File: config.mk
export PLATFORM = sky130hd
export DESIGN_NAME = page_mapper
export DESIGN_NICKNAME = d
export VERILOG_FILES = /design/src/rtl/pm_pkg.sv /design/src/rtl/pm_regfile.sv /design/src/rtl/pm_hold_latch.sv /design/src/rtl/pm_out_mux.sv /design/src/rtl/page_mapper.sv
export SDC_FILE = /design/constraint.sdc
export NUM_CORES = 1
export LEC_CHECK = 0
export BUFFER_PORTS_ARGS = -buffer_cell sky130_fd_sc_hd__buf_2
export CORE_ASPECT_RATIO = 1.4
export CORE_UTILIZATION = 56
export CTS_BUF_LIST = sky130_fd_sc_hd__clkbuf_16
export CTS_CLUSTER_SIZE = 30
export DETAILED_ROUTE_END_ITERATION = 8
export GPL_TIMING_DRIVEN = 0
export PLACE_DENSITY = 0.79
export SLEW_MARGIN = 25
export SYNTH_ARGS = -nofsm -noshare
export SYNTH_HDL_FRONTEND = slang
export SYNTH_SLANG_ARGS = --single-unit
File: constraint.sdc
create_clock -name clk -period 2.35 [get_ports clk]
set_input_delay 0.47 -clock clk [delete_from_list [all_inputs] [get_ports clk]]
set_output_delay 0.47 -clock clk [all_outputs]
set_load 0.01 [all_outputs]
File: src/rtl/pm_pkg.sv
package pm_pkg;
   localparam int PM_PAGE_BITS = 4;
   localparam int PM_WORD_W    = 12;

   typedef enum logic [1:0] {
      SRC_OFF  = 2'd0,
      SRC_MAP  = 2'd1,
      SRC_PASS = 2'd2
   } mo_src_e;
endpackage

File: src/rtl/pm_regfile.sv
module pm_regfile #(
   parameter int PAGE_BITS = 4,
   parameter int WORD_W    = 12
) (
   input  logic                 clk,
   input  logic                 rst_n,
   input  logic [PAGE_BITS-1:0] addr,
   input  logic                 we,
   input  logic [WORD_W-1:0]    wdata,
   output logic [WORD_W-1:0]    rdata
);
   localparam int DEPTH = 1 << PAGE_BITS;

   logic [WORD_W-1:0] mem [DEPTH];

   always_ff @(posedge clk or negedge rst_n) begin
      if (!rst_n) begin
         for (int i = 0; i < DEPTH; i++) mem[i] <= WORD_W'(i);
      end else if (we) begin
         mem[addr] <= wdata;
      end
   end

   assign rdata = mem[addr];

   // a strobed write is visible at the same address one cycle later
   a_r4_write_lands: assert property (@(posedge clk) disable iff (!rst_n)
      we |=> (mem[$past(addr)] == $past(wdata)));
endmodule

File: src/rtl/pm_hold_latch.sv
module pm_hold_latch #(
   parameter int W = 12
) (
   input  logic         clk,
   input  logic         rst_n,
   input  logic         en,
   input  logic [W-1:0] d,
   output logic [W-1:0] q
);
   logic [W-1:0] held;

   always_ff @(posedge clk or negedge rst_n) begin
      if (!rst_n)  held <= '0;
      else if (en) held <= d;
   end

   assign q = en ? d : held;

   // with the enable low for consecutive edges, the output does not move
   a_r7_hold_steady: assert property (@(posedge clk) disable iff (!rst_n)
      (!en && !$past(en)) |-> $stable(q));
endmodule

File: src/rtl/pm_out_mux.sv
module pm_out_mux
   import pm_pkg::*;
#(
   parameter int PAGE_BITS = 4,
   parameter int WORD_W    = 12
) (
   input  logic                 out_en_n,
   input  logic                 map_en_n,
   input  logic [WORD_W-1:0]    mapped,
   input  logic [PAGE_BITS-1:0] page_in,
   output logic [WORD_W-1:0]    mo,
   output logic                 mo_valid
);
   localparam int LOW_W = WORD_W - PAGE_BITS;

   logic [WORD_W-1:0] pass_word;
   mo_src_e           src;

   generate
      if (LOW_W == 0) begin : g_pass_full
         assign pass_word = page_in;
      end else begin : g_pass_pad
         assign pass_word = {page_in, {LOW_W{1'b0}}};
      end
   endgenerate

   always_comb begin
      if (out_en_n)      src = SRC_OFF;
      else if (map_en_n) src = SRC_PASS;
      else               src = SRC_MAP;
   end

   always_comb begin
      unique case (src)
         SRC_MAP:  mo = mapped;
         SRC_PASS: mo = pass_word;
         default:  mo = '0;
      endcase
   end

   assign mo_valid = (src != SRC_OFF);
endmodule

File: src/rtl/page_mapper.sv
module page_mapper
   import pm_pkg::*;
#(
   parameter int PAGE_BITS = PM_PAGE_BITS,
   parameter int WORD_W    = PM_WORD_W
) (
   input  logic                 clk,
   input  logic                 rst_n,
   input  logic                 cs_n,
   input  logic                 rd_wr_n,
   input  logic                 strobe_n,
   input  logic                 map_en_n,
   input  logic                 out_en_n,
   input  logic                 cap_en,
   input  logic [PAGE_BITS-1:0] rs,
   input  logic [PAGE_BITS-1:0] ma,
   input  logic [WORD_W-1:0]    d_in,
   output logic [WORD_W-1:0]    d_out,
   output logic                 d_oe,
   output logic [WORD_W-1:0]    mo,
   output logic                 mo_valid
);
   generate
      if (PAGE_BITS < 1 || PAGE_BITS > 8) begin : g_bad_pages
         $error("page_mapper: PAGE_BITS must be 1..8");
      end
      if (WORD_W < PAGE_BITS) begin : g_bad_width
         $error("page_mapper: WORD_W must be at least PAGE_BITS");
      end
   endgenerate

   logic [PAGE_BITS-1:0] rf_addr;
   logic [WORD_W-1:0]    rf_rdata;
   logic [WORD_W-1:0]    cap_q;
   logic                 rd_act;
   logic                 wr_act;

   assign rf_addr = cs_n ? ma : rs;
   assign rd_act  = !cs_n && rd_wr_n;
   assign wr_act  = !cs_n && !rd_wr_n && !strobe_n;

   pm_regfile #(.PAGE_BITS(PAGE_BITS), .WORD_W(WORD_W)) u_rf (
      .clk   (clk),
      .rst_n (rst_n),
      .addr  (rf_addr),
      .we    (wr_act),
      .wdata (d_in),
      .rdata (rf_rdata)
   );

   pm_hold_latch #(.W(WORD_W)) u_cap (
      .clk   (clk),
      .rst_n (rst_n),
      .en    (cap_en),
      .d     (rf_rdata),
      .q     (cap_q)
   );

   pm_out_mux #(.PAGE_BITS(PAGE_BITS), .WORD_W(WORD_W)) u_mux (
      .out_en_n (out_en_n),
      .map_en_n (map_en_n),
      .mapped   (cap_q),
      .page_in  (ma),
      .mo       (mo),
      .mo_valid (mo_valid)
   );

   assign d_oe  = rd_act;
   assign d_out = rd_act ? rf_rdata : '0;

   // the data bus stays quiet outside a read
   a_r3_bus_idle: assert property (@(posedge clk) disable iff (!rst_n)
      (cs_n || !rd_wr_n) |-> (d_out == '0 && !d_oe));

   // during a read with a transparent capture stage, map output equals read data
   a_r8_rs_steers_map: assert property (@(posedge clk) disable iff (!rst_n)
      (!cs_n && rd_wr_n && cap_en && !out_en_n && !map_en_n) |-> (mo == d_out));

   // pass mode puts the page bits on top
   a_r9_pass_top: assert property (@(posedge clk) disable iff (!rst_n)
      (!out_en_n && map_en_n) |-> (mo[WORD_W-1 -: PAGE_BITS] == ma && mo_valid));

   // a disabled output is all zero and flagged invalid
   a_r10_output_off: assert property (@(posedge clk) disable iff (!rst_n)
      out_en_n |-> (mo == '0 && !mo_valid));
endmodule

Word level (Yosys, flattened, before mapping)
Index checks and enable logic that the tools add are counted.
{ "totals": {"reg_bits": 204, "input_bits": 28, "out_inout_bits": 26, "word_cells": 42} }
{ "classes": {"n_lt_le_gt_ge": 2, "eq_ne": 2, "mux": 12, "bitwise_logic": 1, "n_reduce_logical": 8} }
{ "ops": {"columns": ["operator", "n"], "rows": [
  ["$bwmux 192", 1],
  ["$mux 12", 5],
  ["$bmux 12 s4", 1],
  ["$demux 12 s4", 1],
  ["$pmux 12 s2", 1],
  ["$ge 5x5->1 const B", 1],
  ["$lt 5x1->1 const B", 1],
  ["$not 4->5", 1],
  ["$logic_and 1x1->1", 4],
  ["$mux 2", 2],
  ["$mux 4", 1],
  ["$logic_not 1->1", 3],
  ["$eq 2x1->1 const B", 1],
  ["$eq 2x2->1 const B", 1],
  ["$reduce_bool 2->1", 1]
]} }

Logic depth before layout (Yosys ltp)
{ "depth": {"word_depth": 7, "depth_mapped": 9, "mapped_depth_nobuf": 5} }

By module
Synthesis repeated with hierarchy kept, for this count alone.
{ "unflattened": {"cells_unflattened": 608, "area_unflattened_um2": 9626.7} }
{ "by_module_without_submodules": {"columns": ["mod", "instances", "cells_per_inst", "area_per_inst_um2", "seq_area_each_um2"], "rows": [
  ["pm_regfile", 1, 543, 8822.2, 4844.6],
  ["pm_hold_latch", 1, 25, 484.2, 300.3],
  ["page_mapper", 1, 21, 188.9, 0.0],
  ["pm_out_mux", 1, 19, 131.4, 0.0]
]} }

Worst setup path before layout
OpenSTA, ideal clock, no wires.
{ "synth_path": {"path_kind": "in2out", "start": "input cs_n", "end": "output mo[1]", "arrival_time_ns": 2.084, "required_ns": 1.880, "setup_slack_ns": -0.204, "path_stages": 7, "n_path_buf": 2, "cell_sequence": "buf_6 -> or3b_1 -> buf_2 -> a21boi_0 -> a2111oi_0 -> o2111a_1 -> a2111oi_2"} }
{ "synth_between": {"elab_chain_cells": 7} }
{ "synth_lines": {"columns": ["element", "line_no", "text"], "rows": [
  ["from (decl)", "page_mapper.sv:9", "input logic cs_n,"],
  ["$mux 4", "page_mapper.sv:38", "assign rf_addr = cs_n ? ma : rs;"],
  ["$not 4->5 (implied by the code)", "pm_regfile.sv:24", "assign rdata = mem[addr];"],
  ["$bmux 12 s4", "pm_regfile.sv:24", null],
  ["$mux 12 (implied by the code) (2 in series)", "pm_regfile.sv:24", null],
  ["$mux 12", null, null],
  ["$pmux 12 s2", "pm_out_mux.sv:34", "unique case (src)"],
  ["to (decl)", "page_mapper.sv:20", "output logic [WORD_W-1:0] mo,"]
]} }
No other way between the ends. The select of a mux whose other input is x is not followed.

Worst setup path after layout
{ "layout_path": {"start": "input rs[0]", "end": "output d_out[3]"} }
{ "layout_between": {"elab_chain_cells": 6} }
{ "layout_lines": {"columns": ["element", "line_no", "text"], "rows": [
  ["from (decl)", "page_mapper.sv:15", "input logic [PAGE_BITS-1:0] rs,"],
  ["$mux 4", "page_mapper.sv:38", null],
  ["$not 4->5 (implied by the code)", "pm_regfile.sv:24", null],
  ["$bmux 12 s4", "pm_regfile.sv:24", null],
  ["$mux 12 (implied by the code) (2 in series)", "pm_regfile.sv:24", null],
  ["$mux 12", "page_mapper.sv:69", "assign d_out = rd_act ? rf_rdata : '0;"],
  ["to (decl)", "page_mapper.sv:18", "output logic [WORD_W-1:0] d_out,"]
]} }
No other way between the ends. The select of a mux whose other input is x is not followed.

==> flow_metrics.py <==
metrics = {
    "floorplan": {
        "dieArea_mm2": 0.01884,
        "top_level_ports": 54,
        "core_area_mm2": 0.01792,
        "placement_rows": 58,
        "die_h_um": 162,
        "die_w_um": 116.3,
        "floorplan.initialDensity_pct": 57.13,
    },
    "logic_synthesis": {
        "mappedNetlistArea_mm2": 0.01024,
        "synthMuxAreaShare_pct": 21.21,
        "synth.yosys.warnings": 0,
        "synth_area_in_adders_pct": 0,
        "netlist_instances": 822,
        "post_synth.cell_area_avg_um2": 12.46,
        "post_synth_xor_area_fraction_pct": 0,
        "async_flop_share_pct": 100.0,
        "synth_enable_flop_cells": 0,
        "synth-seq-area-share_pct": 50.24,
        "fraction_of_the_mapped_netlist_area_in_compound_gates_pct": 21.00,
        "ys_types": 43,
        "synthFlopType": "sky130_fd_sc_hd__dfrtp_1",
        "synth_nets": 850,
        "synthSimpleGateAreaFrac_pct": 3.531,
        "ys_seq_elements": 204,
        "main_combinational_cell_family_by_area_after_synthesis": "multiplexers",
    },
    "power": {
        "p_sw_share_pct": 27.01,
        "p_switching_uw": 2495,
        "power_frac_clock_pct": 35.1,
        "vdd.ir_drop.worst_v": 0.0009749,
        "power.leakage_uw": 0.005806,
        "share_comb_of_total_power_pct": 18.1,
        "sequentialPowerShare_pct": 46.8,
        "report.power.total_uw": 9238,
        "pwr_density_cell_mw_per_mm2": 697.9,
        "p_int_uw": 6743,
    },
    "grt": {
        "grt_use_total_pct": 35.89,
        "overflow": 0,
        "first_global_vias": 8127,
        "global_route.usage.met3_pct": 8.619,
        "pin_count_of_the_biggest_net_entering_global_routing": 83,
        "grtUsageMet2_pct": 57.56,
        "global_route_wire_length_before_repair_mm": 48.96,
        "gr-max-usage-layer": "met2",
        "initial_antenna_violation_count": 0,
        "groute.layer.met1.usage_pct": 40.41,
    },
    "cts": {
        "h-tree-depth": 1,
        "cts_buffers": 21,
        "clock_tree.root_cell": "sky130_fd_sc_hd__clkbuf_16",
        "clk_latency_ns": 0.50,
        "cts.path.max_buffers": 3,
        "cts.sink_count": 204,
        "cts_tree": "done",
        "worst_setup_hold_path_clk_slew_ns": 0.06,
    },
    "timing": {
        "slew_headroom_pct": 29.51,
        "post-route-min-period_ns": 2.896,
        "timing.final.max_slew_violations": 0,
        "setup_tns_ns": -10.61,
        "max_clock_freq_mhz": 345.3,
        "fin_skew_ns": 0.006906,
        "period_share_pct": 123.2,
        "worst_pin_slew_ns": 1.057,
        "setup-violations-final": 24,
        "unrepaired_setup_endpoints_after_global_routing": "true",
        "timing.hold.ws_ns": 0.2897,
        "final.setup.worst_slack_ns": -0.5460,
        "finalHoldViolCount": 0,
    },
    "placement": {
        "hpwl_mm": 19.76,
        "gp_routability_congestion": 0.8571,
        "place.port_buffers": 52,
        "placement.setup.worst_slack_ns": -1.319,
    },
    "finish": {
        "postLayoutCoreUtil_pct": 73.84,
        "layout-drive-gt1-share_pct": 51.20,
        "diodes": 0,
        "finish.net_count": 972,
        "most-common-layout-cells": "172 x sky130_fd_sc_hd__dfrtp_1, 141 x sky130_fd_sc_hd__mux2_2, 70 x sky130_fd_sc_hd__a21boi_0",
        "areaGrowthSynthToFinish_pct": 29.26,
        "mostFrequentLayoutCell": "sky130_fd_sc_hd__dfrtp_1",
        "fillerInstances": 1065,
    },
    "job": {
        "timing.max_cap.violations": 0,
    },
    "worst_setup_path": {
        "critical_path.max_fanout": 10,
        "worst-endpoint-required_ns": 1.88,
        "reg2reg_depth": 6,
        "crit_path_start_kind": "input port",
        "path_class": "in2out",
        "arrival_ns": 2.43,
        "critPathCaptureType": "primary output",
        "timing.reg2reg.setup_slack_ns": 0.59,
        "reg2reg_from": "u_rf.mem[182]",
        "worstReg2RegEnd": "u_cap.held[2]",
    },
    "drt": {
        "vias_per_cell": 6.852,
        "num_vias": 8202,
        "wl_per_cell_um": 29.66,
        "wl_mm": 35.51,
        "drc": 0,
        "detail_route.first_pass.iterations": 5,
        "detailedRoute.firstIterationViolations": 762,
        "number_of_antenna_violating_nets_in_the_routed_design": 0,
    },
    "worst_hold_path": {
        "worst_hold_path.endpoint": "u_rf.mem[11]",
        "hold_depth": 2,
        "min_from": "d_in[11]",
        "hold_path.class": "in2reg",
    },
    "run_status": {
        "violations": "negative setup slack",
        "status": "finished, violations left",
    },
}
## flip-flops by register name, indices dropped and copies added (netlist names)
name	cells
u_cap.held	12
u_rf.mem	192
## cells in the mapped netlist, drive strengths merged (3+ instances only)
| cell | count | area share (%) |
|---|---|---|
| mux2 | 192 | 21 |
| dfrtp | 172 | 42 |
| a21boi | 165 | 12 |
| clkbuf | 41 | 1.5 |
| buf | 38 | 2.3 |
| o41ai | 37 | 3.2 |
| dfstp | 32 | 8.2 |
| a21oi | 28 | 1.4 |
| nor2 | 28 | 1.1 |
| a2111oi | 19 | 2.1 |
| nand2 | 15 | 0.62 |
| o2111a | 11 | 1.2 |
| inv | 6 | 0.22 |
| nand2b | 4 | 0.24 |
| nor3 | 4 | 0.39 |
| o21ai | 4 | 0.20 |
| a32oi | 3 | 0.26 |
| nand3b | 3 | 0.22 |
| or3 | 3 | 0.23 |
| or3b | 3 | 0.28 |
## power by group through the flow
| stage | Clock (uW) | Sequential, uW | Combinational (uW) |
|---|---|---|---|
| 2_1_floorplan | 0 | 4250 | 887 |
| 3_3_place_gp | 0 | 4300 | 1220 |
| 3_5_place_dp | 0 | 4320 | 1270 |
| 4_1_cts | 3220 | 4270 | 1490 |
| 5_1_grt | 3390 | 4360 | 1760 |
| 6_report | 3240 | 4330 | 1670 |
## cell families (layout without fill, tap and decap cells)
logic type             Yosys count  count (layout)
AO/OA/AOI/OAI                  273             273
flip-flops                     204             204
multiplexers                   193             193
buffers and inverters           85             219
AND/OR/NAND/NOR                 67              68
## how the worst max path moves through the flow
stage	cells past startpoint	slack, ns	from	end
after floorplan	8	-0.06	cs_n	mo[6]
after global placement	1	-2.56	rst_n	u_rf.mem[47]
after detailed placement	9	-1.32	ma[0]	mo[8]
after CTS	9	-0.46	cs_n	mo[6]
after global routing	9	-0.60	rs[0]	d_out[3]
final	9	-0.55	rs[0]	d_out[3]
## critical path: stages
cell and delay (ns):
sky130_fd_sc_hd__buf_6 0.12, sky130_fd_sc_hd__or3b_4 0.26, sky130_fd_sc_hd__clkbuf_4 0.24, sky130_fd_sc_hd__a21boi_0 0.13, sky130_fd_sc_hd__o41ai_1 0.49, sky130_fd_sc_hd__o2111a_2 0.38, sky130_fd_sc_hd__buf_4 0.15, sky130_fd_sc_hd__nor2_1 0.04
sky130_fd_sc_hd__buf_2 0.15
## final cells by class
class / instances / area, um2 / share of cell area [%]
clock buffer: 21 / 525.5 / 3.970
inverter: 6 / 22.52 / 0.1701
timing repair buffer: 98 / 883.3 / 6.674
tap: 240 / 300.3 / 2.269
clock inverter: 15 / 118.9 / 0.8980
buffer: 79 / 757.0 / 5.719
multi-input combinational: 534 / 5484 / 41.43
sequential: 204 / 5145 / 38.87
## metrics by stage
stage	cell area, um2	cells
after CTS	12740	1185
after detailed placement	11080	1116
after global placement	11010	1114
final	13240	1197
after floorplan	10450	822
after global routing	13240	1197
## repair_timing
item,CTS,global route
resized for setup,195,99
endpoints found under the setup margin,30,24
hold buffers,1,0
buffers inserted,27,9
pin swaps,30,37
gates cloned,5,4
endpoints found under the hold margin,40,0
## metal layers
layer,share of wire (%),wire (um),vias to the layer above
met5,0,0,-
met4,9.1,3218,0
met3,9.1,3235,220
met2,47,16840,532
met1,34,12210,4124
li1,-,-,3326
(Power assumes the default switching activity.)
